`src/rtl/cssPkg.sv`:
```
package cssPkg;
  // strobes from control to datapath, valid for one clk cycle
  typedef struct packed {
    logic start;   // accepted trigger: load shifter
    logic isTx;    // direction of the transfer being started or running
    logic msb;     // bit order of that transfer
    logic sample;  // leading edge: shift in one bit
    logic shift;   // trailing edge: present next output bit
    logic finish;  // last trailing edge of the byte
    logic abort;   // enable removed mid-transfer
  } cssStrobe_t;
endpackage

```
`src/rtl/cssSync.sv`:
```
module cssSync #(
  parameter int STAGES = 2
) (
  input  logic clk,
  input  logic rstN,
  input  logic d,
  output logic q
);
  generate
    if (STAGES <= 1) begin : gSingle
      logic r;
      always_ff @(posedge clk) begin
        if (!rstN) r <= 1'b0;
        else       r <= d;
      end
      assign q = r;
    end else begin : gChain
      logic [STAGES-1:0] r;
      always_ff @(posedge clk) begin
        if (!rstN) r <= '0;
        else       r <= {r[STAGES-2:0], d};
      end
      assign q = r[STAGES-1];
    end
  endgenerate
endmodule

```
`src/rtl/cssCtrl.sv`:
```
module cssCtrl import cssPkg::*; #(
  parameter int DATA_BITS = 8,
  parameter int CLK_DIV   = 16
) (
  input  logic       clk,
  input  logic       rstN,
  input  logic       portEn,
  input  logic       isMaster,
  input  logic       msbFirst,
  input  logic       clkInvert,
  input  logic       srcTick,
  input  logic       txEn,
  input  logic       rxEn,
  input  logic       txTrig,
  input  logic       rxTrig,
  input  logic       sclkSync,
  output cssStrobe_t stb,
  output logic       txBusy,
  output logic       rxBusy,
  output logic       xferDone,
  output logic       sclkDrive,
  output logic       sclkLevel
);
  localparam int EDGES = 2 * DATA_BITS;
  localparam int CNT_W = $clog2(EDGES);
  localparam int HALF  = CLK_DIV / 2;
  localparam int DIV_W = (HALF > 1) ? $clog2(HALF) : 1;

  logic             busyQ, dirTxQ, masterQ, invQ, msbQ, lvlQ, prevQ, doneQ;
  logic [CNT_W-1:0] edgeQ;
  logic [DIV_W-1:0] divQ;
  logic             txGo, rxGo, startW, abortW, mEdge, sEdge, edgeW;

  always_comb begin
    txGo   = txTrig & txEn;
    rxGo   = rxTrig & rxEn;
    startW = !busyQ && portEn && (txGo || rxGo);
    abortW = busyQ && (!portEn || (dirTxQ ? !txEn : !rxEn));
    mEdge  = busyQ && masterQ && srcTick && (divQ == DIV_W'(HALF - 1));
    sEdge  = busyQ && !masterQ && (sclkSync != prevQ);
    edgeW  = !abortW && (mEdge || sEdge);

    stb.start  = startW;
    stb.isTx   = busyQ ? dirTxQ : txGo;   // transmit wins a tie
    stb.msb    = busyQ ? msbQ : msbFirst;
    stb.sample = edgeW && !edgeQ[0];
    stb.shift  = edgeW && edgeQ[0];
    stb.finish = edgeW && (edgeQ == CNT_W'(EDGES - 1));
    stb.abort  = abortW;
  end

  always_ff @(posedge clk) begin
    if (!rstN) begin
      busyQ <= 1'b0; dirTxQ <= 1'b0; masterQ <= 1'b0; invQ <= 1'b0;
      msbQ  <= 1'b0; lvlQ   <= 1'b0; prevQ   <= 1'b0; doneQ <= 1'b0;
      edgeQ <= '0;   divQ   <= '0;
    end else begin
      prevQ <= sclkSync;
      if (!busyQ) begin
        masterQ <= isMaster;
        invQ    <= clkInvert;
        msbQ    <= msbFirst;
      end
      if (startW) begin
        busyQ  <= 1'b1;
        dirTxQ <= txGo;
        doneQ  <= 1'b0;
        edgeQ  <= '0;
        divQ   <= '0;
        lvlQ   <= 1'b0;
      end else if (abortW) begin
        busyQ <= 1'b0;
        lvlQ  <= 1'b0;
      end else if (busyQ) begin
        if (masterQ && srcTick)
          divQ <= (divQ == DIV_W'(HALF - 1)) ? '0 : divQ + DIV_W'(1);
        if (edgeW) begin
          lvlQ  <= ~lvlQ;
          edgeQ <= edgeQ + CNT_W'(1);
        end
        if (stb.finish) begin
          busyQ <= 1'b0;
          doneQ <= 1'b1;
          edgeQ <= '0;
        end
      end
    end
  end

  assign txBusy    = busyQ & dirTxQ;
  assign rxBusy    = busyQ & ~dirTxQ;
  assign xferDone  = doneQ;
  assign sclkDrive = masterQ;
  assign sclkLevel = lvlQ ^ invQ;


  finish_done_chk: assert property (@(posedge clk) disable iff (!rstN)
    stb.finish |=> (!busyQ && doneQ));

  master_idle_lvl_chk: assert property (@(posedge clk) disable iff (!rstN)
    (!busyQ && masterQ) |-> !lvlQ);

  busy_ignores_trig_chk: assert property (@(posedge clk) disable iff (!rstN)
    (busyQ && !abortW && !stb.finish) |=> (busyQ && $stable(dirTxQ)));

  abort_no_done_chk: assert property (@(posedge clk) disable iff (!rstN)
    abortW |=> (!busyQ && !doneQ && !lvlQ));
endmodule

```
`src/rtl/cssDatapath.sv`:
```
module cssDatapath import cssPkg::*; #(
  parameter int DATA_BITS = 8
) (
  input  logic                 clk,
  input  logic                 rstN,
  input  cssStrobe_t           stb,
  input  logic [DATA_BITS-1:0] txData,
  input  logic                 sdSync,
  output logic                 soutBit,
  output logic [DATA_BITS-1:0] rxData
);
  localparam int TOP = DATA_BITS - 1;

  logic [DATA_BITS-1:0] sregQ, rxQ;
  logic                 outQ;

  always_ff @(posedge clk) begin
    if (!rstN) begin
      sregQ <= '0;
      rxQ   <= '0;
      outQ  <= 1'b1;
    end else if (stb.start) begin
      sregQ <= stb.isTx ? txData : '0;
      outQ  <= stb.msb ? txData[TOP] : txData[0];
    end else begin
      if (stb.sample)
        sregQ <= stb.msb ? {sregQ[TOP-1:0], sdSync} : {sdSync, sregQ[TOP:1]};
      if (stb.shift)
        outQ <= stb.msb ? sregQ[TOP] : sregQ[0];
      if (stb.finish && !stb.isTx)
        rxQ <= sregQ;
    end
  end

  assign soutBit = outQ;
  assign rxData  = rxQ;


  sout_hold_on_sample_chk: assert property (@(posedge clk) disable iff (!rstN)
    (stb.sample && !stb.start) |=> $stable(outQ));

  rx_only_on_rx_finish_chk: assert property (@(posedge clk) disable iff (!rstN)
    !(stb.finish && !stb.isTx) |=> $stable(rxQ));

  rx_kept_on_abort_chk: assert property (@(posedge clk) disable iff (!rstN)
    stb.abort |=> $stable(rxQ));
endmodule

```
`src/rtl/clkSyncSerial.sv`:
```
module clkSyncSerial import cssPkg::*; #(
  parameter int DATA_BITS   = 8,
  parameter int CLK_DIV     = 16,
  parameter int SYNC_STAGES = 2
) (
  input  logic                 clk,
  input  logic                 rstN,
  input  logic                 portEn,
  input  logic                 isMaster,
  input  logic                 msbFirst,
  input  logic                 clkInvert,
  input  logic                 srcTick,
  input  logic                 txEn,
  input  logic                 rxEn,
  input  logic                 txTrig,
  input  logic                 rxTrig,
  input  logic [DATA_BITS-1:0] txData,
  output logic [DATA_BITS-1:0] rxData,
  output logic                 txBusy,
  output logic                 rxBusy,
  output logic                 xferDone,
  input  logic [1:0]           gpioOut,
  input  logic [1:0]           gpioOe,
  input  logic                 sdIn,
  input  logic                 sclkIn,
  output logic                 pinSout,
  output logic                 pinSoutOe,
  output logic                 pinSclkOut,
  output logic                 pinSclkOe
);
  cssStrobe_t stb;
  logic sclkSync, sdSync, soutBit, sclkDrive, sclkLevel;

  cssSync #(.STAGES(SYNC_STAGES)) uSyncClk (
    .clk(clk), .rstN(rstN), .d(sclkIn), .q(sclkSync));
  cssSync #(.STAGES(SYNC_STAGES)) uSyncDat (
    .clk(clk), .rstN(rstN), .d(sdIn), .q(sdSync));

  cssCtrl #(.DATA_BITS(DATA_BITS), .CLK_DIV(CLK_DIV)) uCtrl (
    .clk(clk), .rstN(rstN), .portEn(portEn), .isMaster(isMaster),
    .msbFirst(msbFirst), .clkInvert(clkInvert), .srcTick(srcTick),
    .txEn(txEn), .rxEn(rxEn), .txTrig(txTrig), .rxTrig(rxTrig),
    .sclkSync(sclkSync), .stb(stb), .txBusy(txBusy), .rxBusy(rxBusy),
    .xferDone(xferDone), .sclkDrive(sclkDrive), .sclkLevel(sclkLevel));

  cssDatapath #(.DATA_BITS(DATA_BITS)) uData (
    .clk(clk), .rstN(rstN), .stb(stb), .txData(txData), .sdSync(sdSync),
    .soutBit(soutBit), .rxData(rxData));

  // pin routing: serial function or general-purpose values
  always_comb begin
    if (portEn) begin
      pinSout    = txBusy ? soutBit : 1'b1;
      pinSoutOe  = 1'b1;
      pinSclkOut = sclkLevel;
      pinSclkOe  = sclkDrive;
    end else begin
      pinSout    = gpioOut[0];
      pinSoutOe  = gpioOe[0];
      pinSclkOut = gpioOut[1];
      pinSclkOe  = gpioOe[1];
    end
  end


  half_duplex_chk: assert property (@(posedge clk) disable iff (!rstN)
    (txTrig && txEn && rxTrig && rxEn && portEn && !txBusy && !rxBusy) |=> (txBusy && !rxBusy));
endmodule

```
`config.mk`:
```
export PLATFORM = sky130hd
export DESIGN_NAME = clkSyncSerial
export DESIGN_NICKNAME = d
export VERILOG_FILES = /design/src/rtl/cssPkg.sv /design/src/rtl/cssSync.sv /design/src/rtl/cssCtrl.sv /design/src/rtl/cssDatapath.sv /design/src/rtl/clkSyncSerial.sv
export SDC_FILE = /design/constraint.sdc
export NUM_CORES = 1
export LEC_CHECK = 0
export ABC_AREA = 0
export BUFFER_PORTS_ARGS = -buffer_cell sky130_fd_sc_hd__clkbuf_2
export CAP_MARGIN = 20
export CORE_MARGIN = 4
export CORE_UTILIZATION = 45
export CTS_CLUSTER_SIZE = 25
export DETAILED_ROUTE_END_ITERATION = 7
export PLACE_DENSITY = 0.77
export RECOVER_POWER = 100
export SLEW_MARGIN = 20
export SYNTH_ARGS = -nofsm -noshare
export SYNTH_HDL_FRONTEND = slang
export SYNTH_HIERARCHICAL = 1
export SYNTH_SLANG_ARGS = --single-unit
export TNS_END_PERCENT = 5
```
`constraint.sdc`:
```
create_clock -name clk -period 2.2 [get_ports clk]
set_input_delay 0.11 -clock clk [delete_from_list [all_inputs] [get_ports clk]]
set_output_delay 0.11 -clock clk [all_outputs]
set_load 0.02 [all_outputs]
```
# Word-level counts from Yosys, hierarchy flattened
# Index checks and enable logic that the tools add are counted.
dict set report classes {
  add_sub_neg 2
  n_eq_ne 3
  n_mux 23
  n_bitwise 10
  reduce_logical 35
}
# cell count
set op_table {}
lappend op_table {{8-bit 2-to-1 mux} 4}
lappend op_table {{1-bit 2-to-1 mux} 16}
lappend op_table {{1-bit logical AND} 14}
lappend op_table {{3-bit AND reduction} 3}
lappend op_table {{1-bit logical NOT} 8}
lappend op_table {{4-bit 2-to-1 mux} 2}
lappend op_table {{2-bit nonzero test} 3}
lappend op_table {{1-bit NOT} 5}
lappend op_table {{4-bit by 1-bit adder with 4-bit output (second input constant)} 1}
lappend op_table {{1-bit AND} 4}
lappend op_table {{4-bit equality test (second input constant)} 1}
lappend op_table {{2-bit AND reduction} 2}
lappend op_table {{3-bit by 1-bit adder with 3-bit output (second input constant)} 1}
lappend op_table {{3-bit equality test (second input constant)} 1}
lappend op_table {{1-bit logical OR} 3}
lappend op_table {{3-bit 2-to-1 mux} 1}
lappend op_table {{3-bit OR reduction} 1}
lappend op_table {{2-bit OR reduction} 1}
lappend op_table {{1-bit != test} 1}
lappend op_table {{1-bit bitwise XOR} 1}
dict set report word_totals {
  regBits 36
  inputBits 25
  output_inout_bits 15
  word_cells 88
}

# Depth between registers and ports, before layout
# Gate-level depths: netlist of run 1.
dict set report logic_depth {
  depth_word 11
  ltp_mapped 11
  mapped_depth_nobuf 8
}

# Modules after synthesis
# The synthesis of run 1 kept the hierarchy.
# mod instances cells_per_inst area_each_um2 seq_area_each_um2
set by_module_without_submodules {}
lappend by_module_without_submodules {cssDatapath 1 89 845.8 340.3}
lappend by_module_without_submodules {cssCtrl 1 88 780.7 300.3}
lappend by_module_without_submodules {cssSync 2 4 52.6 40.0}
lappend by_module_without_submodules {clkSyncSerial 1 6 42.5 0.0}

# Least setup slack after synthesis of run 1
# Ideal clock, no wire load.
dict set report synth_timing {
  path_kind {reg-to-reg}
  startpoint {register uCtrl.divQ[0]}
  endpoint {register uData.rxQ[0] (netlist: uData/rxData[0])}
  setup_ns 0.116
  arrival_time_ns 1.818
  required_time_ns 2.084
  setup_slack_ns 0.266
  stages_incl_launch_ff 11
  path_buffers 2
  period_less_slack_ns 1.934
  cell_sequence {dfxtp_1 > ha_1 > ha_1 > nand3_1 > o21a_1 > buf_2 > nor3_1 > nor3b_2 > buf_6 > mux2i_1 > nor2b_1}
}
# element line
set synth_lines {}
lappend synth_lines {{start, declared} cssCtrl.sv:31} ;# logic [DIV_W-1:0] divQ;
lappend synth_lines {{start signal, assigned} cssCtrl.sv:76} ;# divQ <= (divQ == DIV_W'(HALF - 1)) ? '0 : divQ + DIV_W'(1);
lappend synth_lines {{end signal, assigned} cssDatapath.sv:31} ;# rxQ <= sregQ;
lappend synth_lines {{end, declared} cssDatapath.sv:14} ;# logic [DATA_BITS-1:0] sregQ, rxQ;

==> metrics.txt, run 1 <==
outcome=finished, final reports clean; post-route worst hold slack=between 0.015 and 0.02 ns; Final Cycle Share=0.904; Yosys warning total=6; Post-Synthesis Mean Instance Area=roughly 9.3 sq um; Final Total Pwr=0.00144 W; Antenna Cells=0; DP HPWL=approximately 2.6 mm; clock buffers created by TritonCTS=5; part of the total power dissipated in combinational logic=0.122; average wire per cell in the routed design=about 13 um; number of levels the H-tree was split into=2; global-route wire length before repair=~6.2 mm; Core Area=~0.0037 sq mm; category of the worst setup path capture point=flip-flop; highest fanout seen on the critical path=4; critical path arrival=2.17 ns; all-layer global routing usage=0.153; fraction of power spent switching nets=0.241; antenna violations before repair=0; final worst-path setup slack=about 0.21 ns; post-placement setup slack=around 0.31 ns; number of nets still failing antenna checks after routing=0; netlist area before placement=between 0.0015 and 0.002 sq mm; count of unresolved DRC violations after routing=0; count of hold-fix buffers inserted at cts=0; startpoint-to-endpoint class of the critical path=reg -> reg; setup violation total in the final timing report=0; via count of the first global-routing pass=1330; clock root cell=clkbuf_8; number of buffers inserted to repair setup after CTS=0; Final Routed Wirelength=about 3.6 mm; final hold vios=0; WP data required=around 2.4 ns; static power due to leakage=approximately 0.79 nW; nature of the critical path startpoint=flip-flop; via-per-instance ratio=5.18; I/O pin count=40; Layout area overhead=16.9%; RSZ-0062 raised after global routing=no; worst-case headroom to the max-slew limit=0.388; sequential group share of total power=0.487; total die area=between 0.004 and 0.005 sq mm; routability congestion estimate=about 0.77; CTS tree=done; routing usage on met1=0.211; setup_tns=0 ns; maximum capacitance violations=0; transition time at the pin with the least slew margin=roughly 0.92 ns; net count after synthesis=about 220; clock-pin slew on the worst setup and hold paths=about 0.07 ns; synthesized instance count=between 150 and 200; length of the first detailed-routing pass in iterations=4; count of clock tree sinks=36; y dimension of the die=70.7 um; count of port buffers added during placement=39; global-route met3 utilization=0.0469; routing layer with the top usage in global route=met2; nets@finish=around 260; final max-slew violation count=0; Max Fclk=a little over 0.5 GHz; latest clock arrival within the worst-skew pair=0.29 ns; relative contribution of the clock network to total power=0.391; Remaining Overflow, GRT=0; Final Skew=approximately 0.007 ns; number of rows in the core area=22; fraction of final layout cells sized beyond drive strength 1=0.173; via count=1444; starting density of the core=0.475; Worst Hold Class=in -> reg; maximum vdd drop=between 0.4 and 0.5 mV; post-layout min period=just under 2 ns; post-cts sizing count=0; Die Width=70.7 um; Switch Pwr=0.000347 W; internal power contribution=about 0.0011 W; pin count of the biggest net entering global routing=28; met2 GRT Util=0.221; power density over the cells=between 600 and 700 mW/mm^2; worst-case clock buffer depth=2; iteration-0 DRC count of the detailed router=84
routing by layer:
metal / vias to the layer above / wire length, um / part of all wire
met3: 5 / 230 / 0.064
met5: - / 0 / 0
met1: 640 / 1810 / 0.50
met2: 41 / 1510 / 0.42
li1: 758 / - / -
met4: 0 / 60 / 0.017
state kept, by name (all words and copies together) (netlist names):
register / cells
uCtrl/xferDone: 1
uSyncClk/gChain.r: 2
uCtrl/msbQ: 1
uCtrl/divQ: 3
uCtrl/edgeQ: 4
uCtrl/invQ: 1
uCtrl/prevQ: 1
uSyncDat/gChain.r: 2
uData/sregQ: 8
uCtrl/lvlQ: 1
uCtrl/busyQ: 1
uData/soutBit: 1
uData/rxData: 8
uCtrl/dirTxQ: 1
uCtrl/sclkDrive: 1
power by group through the flow:
stage	clock network, W	logic, W	registers (W)
after floorplan	0	0.000139	0.000705
after global placement	0	0.000178	0.000715
after detailed placement	0	0.000180	0.000715
after CTS	0.000577	0.000182	0.000701
after global routing	0.000614	0.000198	0.000704
final	0.000561	0.000176	0.000700
worst paths after layout:
check / from / endpoint / slack (ns) / cells past startpoint
setup / recovery: uCtrl/divQ[0] / uData/rxData[4] / 0.21 / 9
hold / removal: sclkIn / uSyncClk/gChain.r[0] / 0.02 / 2
setup reg to reg: uCtrl/divQ[0] / uData/rxData[4] / 0.21 / 9
hold reg to reg: uSyncClk/gChain.r[0] / uSyncClk/gChain.r[1] / 0.44 / 1
metrics by stage:
stage               cell area (sq um)  std cells  utilization
finish                           2060        279        0.556
global route                     2060        279        0.556
CTS                              2100        279        0.565
detailed placement               1990        271        0.536
global placement                 1990        271        0.536
floorplan                        1770        190            -
final cells by class:
type                            instances  area, sq um
Fill cell                             362         1650
Clock buffer                            6         72.6
Tap cell                               48         60.1
Clock inverter                          2         35.0
Timing Repair Buffer                   45          211
Multi-Input combinational cell        138          950
Sequential cell                        36          721
Inverter                                4         15.0
worst max-delay path, cell delays in order (launching register included):
cell and delay [ns]:
dfxtp_1 0.35, ha_1 0.16, ha_1 0.17, nand3_1 0.09, o21a_1 0.15, nor3_1 0.25
nor3b_2 0.24, clkbuf_2 0.21, mux2i_1 0.20, nor2b_1 0.06
layout by cell type, fill, tap and decap left out, types with 2 or more instances in the layout:
cell type	instances
clkbuf_8	5
and2_1	6
dfxtp_1	36
o211ai_1	2
nand2_1	8
nand2b_1	2
clkbuf_1	18
nand3_1	13
o21a_1	12
buf_4	3
nor3b_1	3
nor3_1	2
o41ai_1	3
inv_1	4
ha_1	3
clkbuf_2	25
mux2i_1	22
o21ai_0	11
mux2_2	2
a21oi_1	12
nor2_1	10
mux2_1	2
nor2b_1	8
Power figures use the tool's default switching activity.
==> run 2: changes to the inputs <==
CTS_CLUSTER_DIAMETER = 30   (was not set)
GPL_ROUTABILITY_DRIVEN = 0   (was not set)
SYNTH_HIERARCHICAL = not set   (was 1)
==> run 2 against run 1 <==
Routed wire length increased by 15%. Critical path type unchanged. Via count increased by 10%. Clock-buffer cell count decreased by 1. Clock skew about the same. Maximum frequency increased by 3.0%. Sequential power decreased by 3%. Synthesized cell count increased by 4.7%. Synthesized area increased by 3.8%. Hold slack about the same. Largest power group is now the clock network. First-iteration DRC count increased by 14%. Cell count increased by 3.6%.
==> metrics.txt, run 2 <==
outcome=finished, final reports clean; count of hold-fix buffers inserted at cts=0 (unchanged); post-synthesis compound-gate area fraction=0.176; pin count of the biggest net entering global routing=31 (+11%); setup_tns=0 ns (unchanged); delay of the slowest critical-path stage=0.57 ns (+0.22 ns); Fill cells=346 (-4.4%); cell repeated most along the worst path=ha_1; Die Width=71.8 um (+1.6%); clock root cell=clkbuf_8; DP HPWL=2.97 mm (+15%); count of clock tree sinks=36 (unchanged); average wire per cell in the routed design=14.4 um (+11%); area share of the leading cell type in the synthesized netlist=0.393; Layout area overhead=20.4%; maximum vdd drop=0.410 mV (-10%); Post-synth top cells=36 x dfxtp_1, 23 x nand2_1, 21 x mux2i_1; Synth async-reset ratio=0; Synth area leader=dfxtp_1; critical path arrival=2.14 ns (-0.03 ns); Post-Synthesis Mean Instance Area=9.21 sq um (-0.94%); number of register bits inferred by synthesis=36; maximum capacitance violations=0 (unchanged); length of the first detailed-routing pass in iterations=5 (+1); combinational family with the most area after synthesis=compound AO/OA/AOI/OAI gates; highest fanout seen on the critical path=13 (+9); register-to-register setup slack=0.27 ns (+0.06 ns); number of nets still failing antenna checks after routing=0 (unchanged); most common library cell in the layout ignoring fill and taps=dfxtp_1; fraction of final layout cells sized beyond drive strength 1=0.195 (+0.0219); Critical-path top delay cell=or4_1; worst-case headroom to the max-slew limit=0.235 (-0.153); via count of the first global-routing pass=1459 (+9.7%); static power due to leakage=0.856 nW (+7.9%); netlist area before placement=0.00183 sq mm (+3.8%); all-layer global routing usage=0.168 (+0.0153); Yosys warning total=0 (-6); critical path, cell by cell=ha_1, ha_1, nand3_1, o21a_1, or4_1, a211oi_1; commonest cells after routing, fill and taps aside=36 x dfxtp_1, 24 x clkbuf_2, 23 x nand2_1, 21 x mux2i_1, 19 x clkbuf_1; antenna violations before repair=0 (unchanged); global-route wire length before repair=6.87 mm (+12%); net count after synthesis=227 (+4.1%); Final Skew=0.00652 ns (-0.000351 ns); RSZ-0062 raised after global routing=no; final max-slew violation count=0 (unchanged); count leader, synth=dfxtp_1; Final Routed Wirelength=4.16 mm (+15%); number of rows in the core area=22 (unchanged); distinct cell type count after synthesis=40; fin cells=289 (+3.6%); nets@finish=268 (+3.9%); I/O pin count=40 (unchanged); area used by multi-input combinational logic=0.00102 sq mm (+7.0%); synthesized-area fraction occupied by and/or/nand/nor cells=0.172; starting density of the core=0.483 (+0.00712); via-per-instance ratio=5.51 (+6.5%); total die area=0.00516 sq mm (+3.3%); power density over the cells=756 mW/mm^2 (+8.5%); Remaining Overflow, GRT=0 (unchanged); startpoint-to-endpoint class of the critical path=reg -> reg; iteration-0 DRC count of the detailed router=96 (+14%); via count=1593 (+10%); worst-case clock buffer depth=2 (unchanged); post-cts sizing count=0 (unchanged); category of the worst setup path capture point=flip-flop; count of unresolved DRC violations after routing=0 (unchanged); number of enable-type register cells in the synthesized netlist=0; Final Total Pwr=0.00167 W (+16%); y dimension of the die=71.8 um (+1.6%); Final Cycle Share=0.878 (-0.0264); number of levels the H-tree was split into=2 (unchanged); Max Fclk=0.518 GHz (+3.0%); mux cell area share after synthesis=0.176; main area contributors after synthesis=dfxtp_1 39%, mux2i_1 11%, mux2_2 6.1%, nand2_1 4.7%, o2111ai_1 3.8%; transition time at the pin with the least slew margin=1.15 ns (+0.229 ns); final hold vios=0 (unchanged); share of the yosys chip area belonging to registers=0.393; nature of the critical path startpoint=flip-flop; Antenna Cells=0 (unchanged); flip-flop cell with the highest count after synthesis=dfxtp_1; Worst Hold Class=in -> reg; latest clock arrival within the worst-skew pair=0.29 ns (about the same); arithmetic-cell share of the synthesized area counting full adders, half adders and majority gates=0.0205; number of cells traversed by the worst register-to-register path=6 (-3); post-layout min period=1.93 ns (-0.0580 ns); post-route worst hold slack=0.0194 ns (-0.000302 ns); Register Area=721 sq um (unchanged); number of instances on the worst hold path=2 (unchanged); clock buffers created by TritonCTS=5 (unchanged); count of port buffers added during placement=39 (unchanged); clock-pin slew on the worst setup and hold paths=0.07 ns (about the same); setup violation total in the final timing report=0 (unchanged); CTS tree=done; xor and xnor area share after synthesis=0.00956; number of buffers inserted to repair setup after CTS=0 (unchanged); WP data required=2.41 ns (+0.03 ns); Core Area=0.00380 sq mm (+2.2%); synthesized instance count=199 (+4.7%); placed cell count=281 (+3.7%)
[run 2: cell count changes in the layout (fill, tap and decap cells not counted), sizes merged, moves of 4 or more]
cell and change:
nand2 +15, o2111ai +8, o21ai -7, inv +8, o21a -10, a21oi -5
nand3 -8, nor3b -4, o211ai +7, nor2b -7, mux2 +5
[run 2: per-layer routing]
| layer | track usage | vias to the layer above | share of wire | wire (um) |
|---|---|---|---|---|
| met1 | 0.219 | 730 | 0.48 | 1980 |
| met5 | 0 | - | 0 | 0 |
| met2 | 0.272 | 47 | 0.45 | 1890 |
| met3 | 0.0477 | 7 | 0.059 | 244 |
| met4 | 0.0438 | 0 | 0.012 | 49 |
| li1 | - | 809 | - | - |
[run 2: worst max-delay path, delay by kind of cell, from the launching register on]
kind | cells | cell delay (ns)
adder cells (fa/ha/maj) | 2 | 0.32
flip-flops | 1 | 0.35
AO/OA/AOI/OAI | 2 | 0.51
AND/OR/NAND/NOR | 2 | 0.67
[run 2: cell families after synthesis]
group | count (synthesis)
simple gates | 61
xor+xnor | 2
fa+ha+maj | 3
compound gates | 43
buf+inv | 23
mux | 31
flops | 36
[run 2: power by group]
part           internal, W  leakage (nW)  switching [W]  total (W)
Clock             0.000567        0.0784       0.000238   0.000805
Sequential        0.000668         0.292      0.0000136   0.000682
Combinational    0.0000711         0.486       0.000109   0.000180
[run 2: layout make-up]
type	instances	area share
Multi-Input combinational cell	140	0.460
Sequential cell	36	0.327
Timing Repair Buffer	45	0.0935
Clock inverter	3	0.0408
Clock buffer	5	0.0312
Tap cell	48	0.0272
Inverter	12	0.0204
[run 2: metrics by stage]
| stage | worst slack, ns | util | cell area, sq um |
|---|---|---|---|
| 3_3_place_gp | 0.363 | 0.548 | 2080 |
| 6_report | 0.269 | 0.581 | 2210 |
| 5_1_grt | 0.0989 | 0.581 | 2210 |
| 2_1_floorplan | 0.437 | - | 1830 |
| 3_5_place_dp | 0.281 | 0.548 | 2080 |
| 4_1_cts | 0.255 | 0.590 | 2240 |
[run 2: path summary, 6_finish.rpt]
path / startpoint / to
worst max-delay path: uCtrl.divQ[0] / uCtrl.edgeQ[3]
worst min-delay path: sdIn / uSyncDat.gChain.r[0]
worst max register to register: uCtrl.divQ[0] / uCtrl.edgeQ[3]
worst min register to register: uSyncClk.gChain.r[0] / uSyncClk.gChain.r[1]
==> run 3: changes to the inputs <==
CTS_CLUSTER_DIAMETER = not set   (was 30)
PLACE_DENSITY = 0.67   (was 0.77)
==> run 3 against run 2 <==
Non-clock buffer count stayed put. Cell area is 2.9% lower. First-iteration DRC count is 7.3% higher. Highest routed layer unchanged. Sequential power hardly changed. Register-to-register slack hardly changed. Routed wire length is 2.0% lower. Critical path depth stayed put. Hold slack better by 0.0076 ns. Flip-flop and latch count stayed put. Worst setup slack worse by 0.0065 ns. Global-route usage hardly changed.
==> metrics.txt, run 3 (synthesis results as in run 2) <==
outcome=finished, final reports clean; post-route worst hold slack=0.0270 ns (+0.00758 ns); Critical path buffers and inverters=0 (unchanged); startpoint-to-endpoint class of the critical path=reg -> reg; clock-pin slew on the worst setup and hold paths=0.07 ns (about the same); kind of cell adding the most delay to the critical path=simple AND/OR/NAND/NOR gates; post-layout min period=1.94 ns (+0.00650 ns); number of buffers inserted to repair setup after CTS=0 (unchanged); via count=1559 (-2.1%); y dimension of the die=71.8 um (unchanged); maximum capacitance violations=0 (unchanged); maximum vdd drop=0.334 mV (-18%); worst-case clock buffer depth=2 (unchanged); setup_tns=0 ns (unchanged); fraction of final layout cells sized beyond drive strength 1=0.195 (unchanged); most common library cell in the layout ignoring fill and taps=dfxtp_1; transition time at the pin with the least slew margin=1.19 ns (+0.0379 ns); via-per-instance ratio=5.39 (-2.1%); part of the total power dissipated in combinational logic=0.136 (+0.028); Final Skew=0.00386 ns (-0.00266 ns); Critical-path top delay cell=or4_1; Core Area=0.00380 sq mm (unchanged); average wire per cell in the routed design=14.1 um (-2.0%); CTS tree=done; Remaining Overflow, GRT=0 (unchanged); DP HPWL=2.84 mm (-4.4%); count of clock tree sinks=36 (unchanged); pin count of the biggest net entering global routing=31 (unchanged); delay of the slowest critical-path stage=0.55 ns (-0.02 ns); critical path, cell by cell=ha_1, ha_1, nand3_1, o21a_1, or4_1, a211oi_1; setup violation total in the final timing report=0 (unchanged); cell repeated most along the worst path=ha_1; static power due to leakage=0.828 nW (-3.3%); count of unresolved DRC violations after routing=0 (unchanged); count of port buffers added during placement=39 (unchanged); Final Cycle Share=0.880 (+0.00296); WP data required=2.41 ns (about the same); number of nets still failing antenna checks after routing=0 (unchanged); latest clock arrival within the worst-skew pair=0.28 ns (about the same); sequential group share of total power=0.506 (+0.097); final max-slew violation count=0 (unchanged); Switch Pwr=0.000351 W (-2.9%); post-cts sizing count=0 (unchanged); Max Fclk=0.516 GHz (-0.34%); commonest cells after routing, fill and taps aside=36 x dfxtp_1, 24 x clkbuf_2, 23 x nand2_1, 21 x mux2i_1, 20 x clkbuf_1; all-layer global routing usage=0.168 (about the same); category of the worst setup path capture point=flip-flop; Antenna Cells=0 (unchanged); critical path arrival=2.14 ns (about the same); clock buffers created by TritonCTS=5 (unchanged); worst-case headroom to the max-slew limit=0.210 (-0.0253); starting density of the core=0.483 (unchanged); total die area=0.00516 sq mm (unchanged); power density over the cells=629 mW/mm^2 (-17%); critical path launch point=uCtrl.divQ[0]; antenna violations before repair=0 (unchanged); global-route wire length before repair=6.91 mm (+0.49%); Die Width=71.8 um (unchanged); Hold Crit Start=sdIn; number of levels the H-tree was split into=2 (unchanged); count of hold-fix buffers inserted at cts=0 (unchanged); highest fanout seen on the critical path=13 (unchanged); number of rows in the core area=22 (unchanged); via count of the first global-routing pass=1457 (-0.14%); internal power contribution=0.000996 W (-24%); nets@finish=268 (unchanged); nature of the critical path startpoint=flip-flop; RSZ-0062 raised after global routing=no; I/O pin count=40 (unchanged); fraction of power spent switching nets=0.260 (+0.0437); relative contribution of the clock network to total power=0.359 (-0.124); Layout area overhead=16.9%; Final Routed Wirelength=4.07 mm (-2.0%); final hold vios=0 (unchanged); startpoint of the worst register-to-register path=uCtrl.divQ[0]; clock root cell=clkbuf_8; iteration-0 DRC count of the detailed router=103 (+7.3%); Worst Hold Class=in -> reg; length of the first detailed-routing pass in iterations=4 (-1)
==> run 3: changes by cell type in the layout (fill, tap and decap cells not counted) <==
| cell | change |
|---|---|
| mux2_2 | +1 |
| and2_1 | +1 |
| bufinv_16 | -3 |
| clkbuf_8 | +1 |
| clkbuf_1 | +1 |
| and2_0 | -1 |
| buf_4 | +1 |
| mux2_1 | -1 |
==> run 3: power by group through the flow <==
stage	sequential [W]	clock [W]	combinational, W
6_report	0.000681	0.000483	0.000183
2_1_floorplan	0.000692	0	0.000131
3_5_place_dp	0.000696	0	0.000186
4_1_cts	0.000681	0.000496	0.000188
3_3_place_gp	0.000696	0	0.000187
5_1_grt	0.000683	0.000529	0.000203
==> run 3: per-stage QoR <==
step | utilization | total power [W] | instances | area [sq um] | setup slack [ns]
global placement | 0.548 | 0.000882 | 281 | 2080 | 0.356
detailed placement | 0.548 | 0.000882 | 281 | 2080 | 0.272
global route | 0.564 | 0.00141 | 289 | 2140 | 0.111
CTS | 0.572 | 0.00136 | 289 | 2170 | 0.256
floorplan | - | 0.000822 | 199 | 1830 | 0.437
finish | 0.564 | 0.00135 | 289 | 2140 | 0.263
==> run 3: path summary, 6_finish.rpt <==
path,to,slack [ns],cells after the start
setup reg to reg,uCtrl.edgeQ[3],0.26,6
hold / removal,uSyncDat.gChain.r[0],0.03,2
setup / recovery,uCtrl.edgeQ[3],0.26,6
hold reg to reg,uSyncDat.gChain.r[1],0.43,1
==> run 3: worst register-to-register path, cell delays in order, from the launching register on <==
cell,delay (ns)
dfxtp_1,0.36
ha_1,0.17
ha_1,0.18
nand3_1,0.10
o21a_1,0.29
or4_1,0.55
a211oi_1,0.22
==> run 3: final cells by class <==
type | count | area (sq um)
Fill cell | 381 | 1660
Timing Repair Buffer | 45 | 210
Sequential cell | 36 | 721
Multi-Input combinational cell | 140 | 1020
Inverter | 12 | 45.0
Clock buffer | 8 | 90.1
Tap cell | 48 | 60.1
==> run 3: per-layer routing <==
layer | track usage | up-vias | wire [um]
li1 | - | 807 | -
met1 | 0.238 | 689 | 2050
met2 | 0.244 | 56 | 1660
met3 | 0.0519 | 7 | 319
met4 | 0.0501 | 0 | 47
met5 | 0 | - | 0
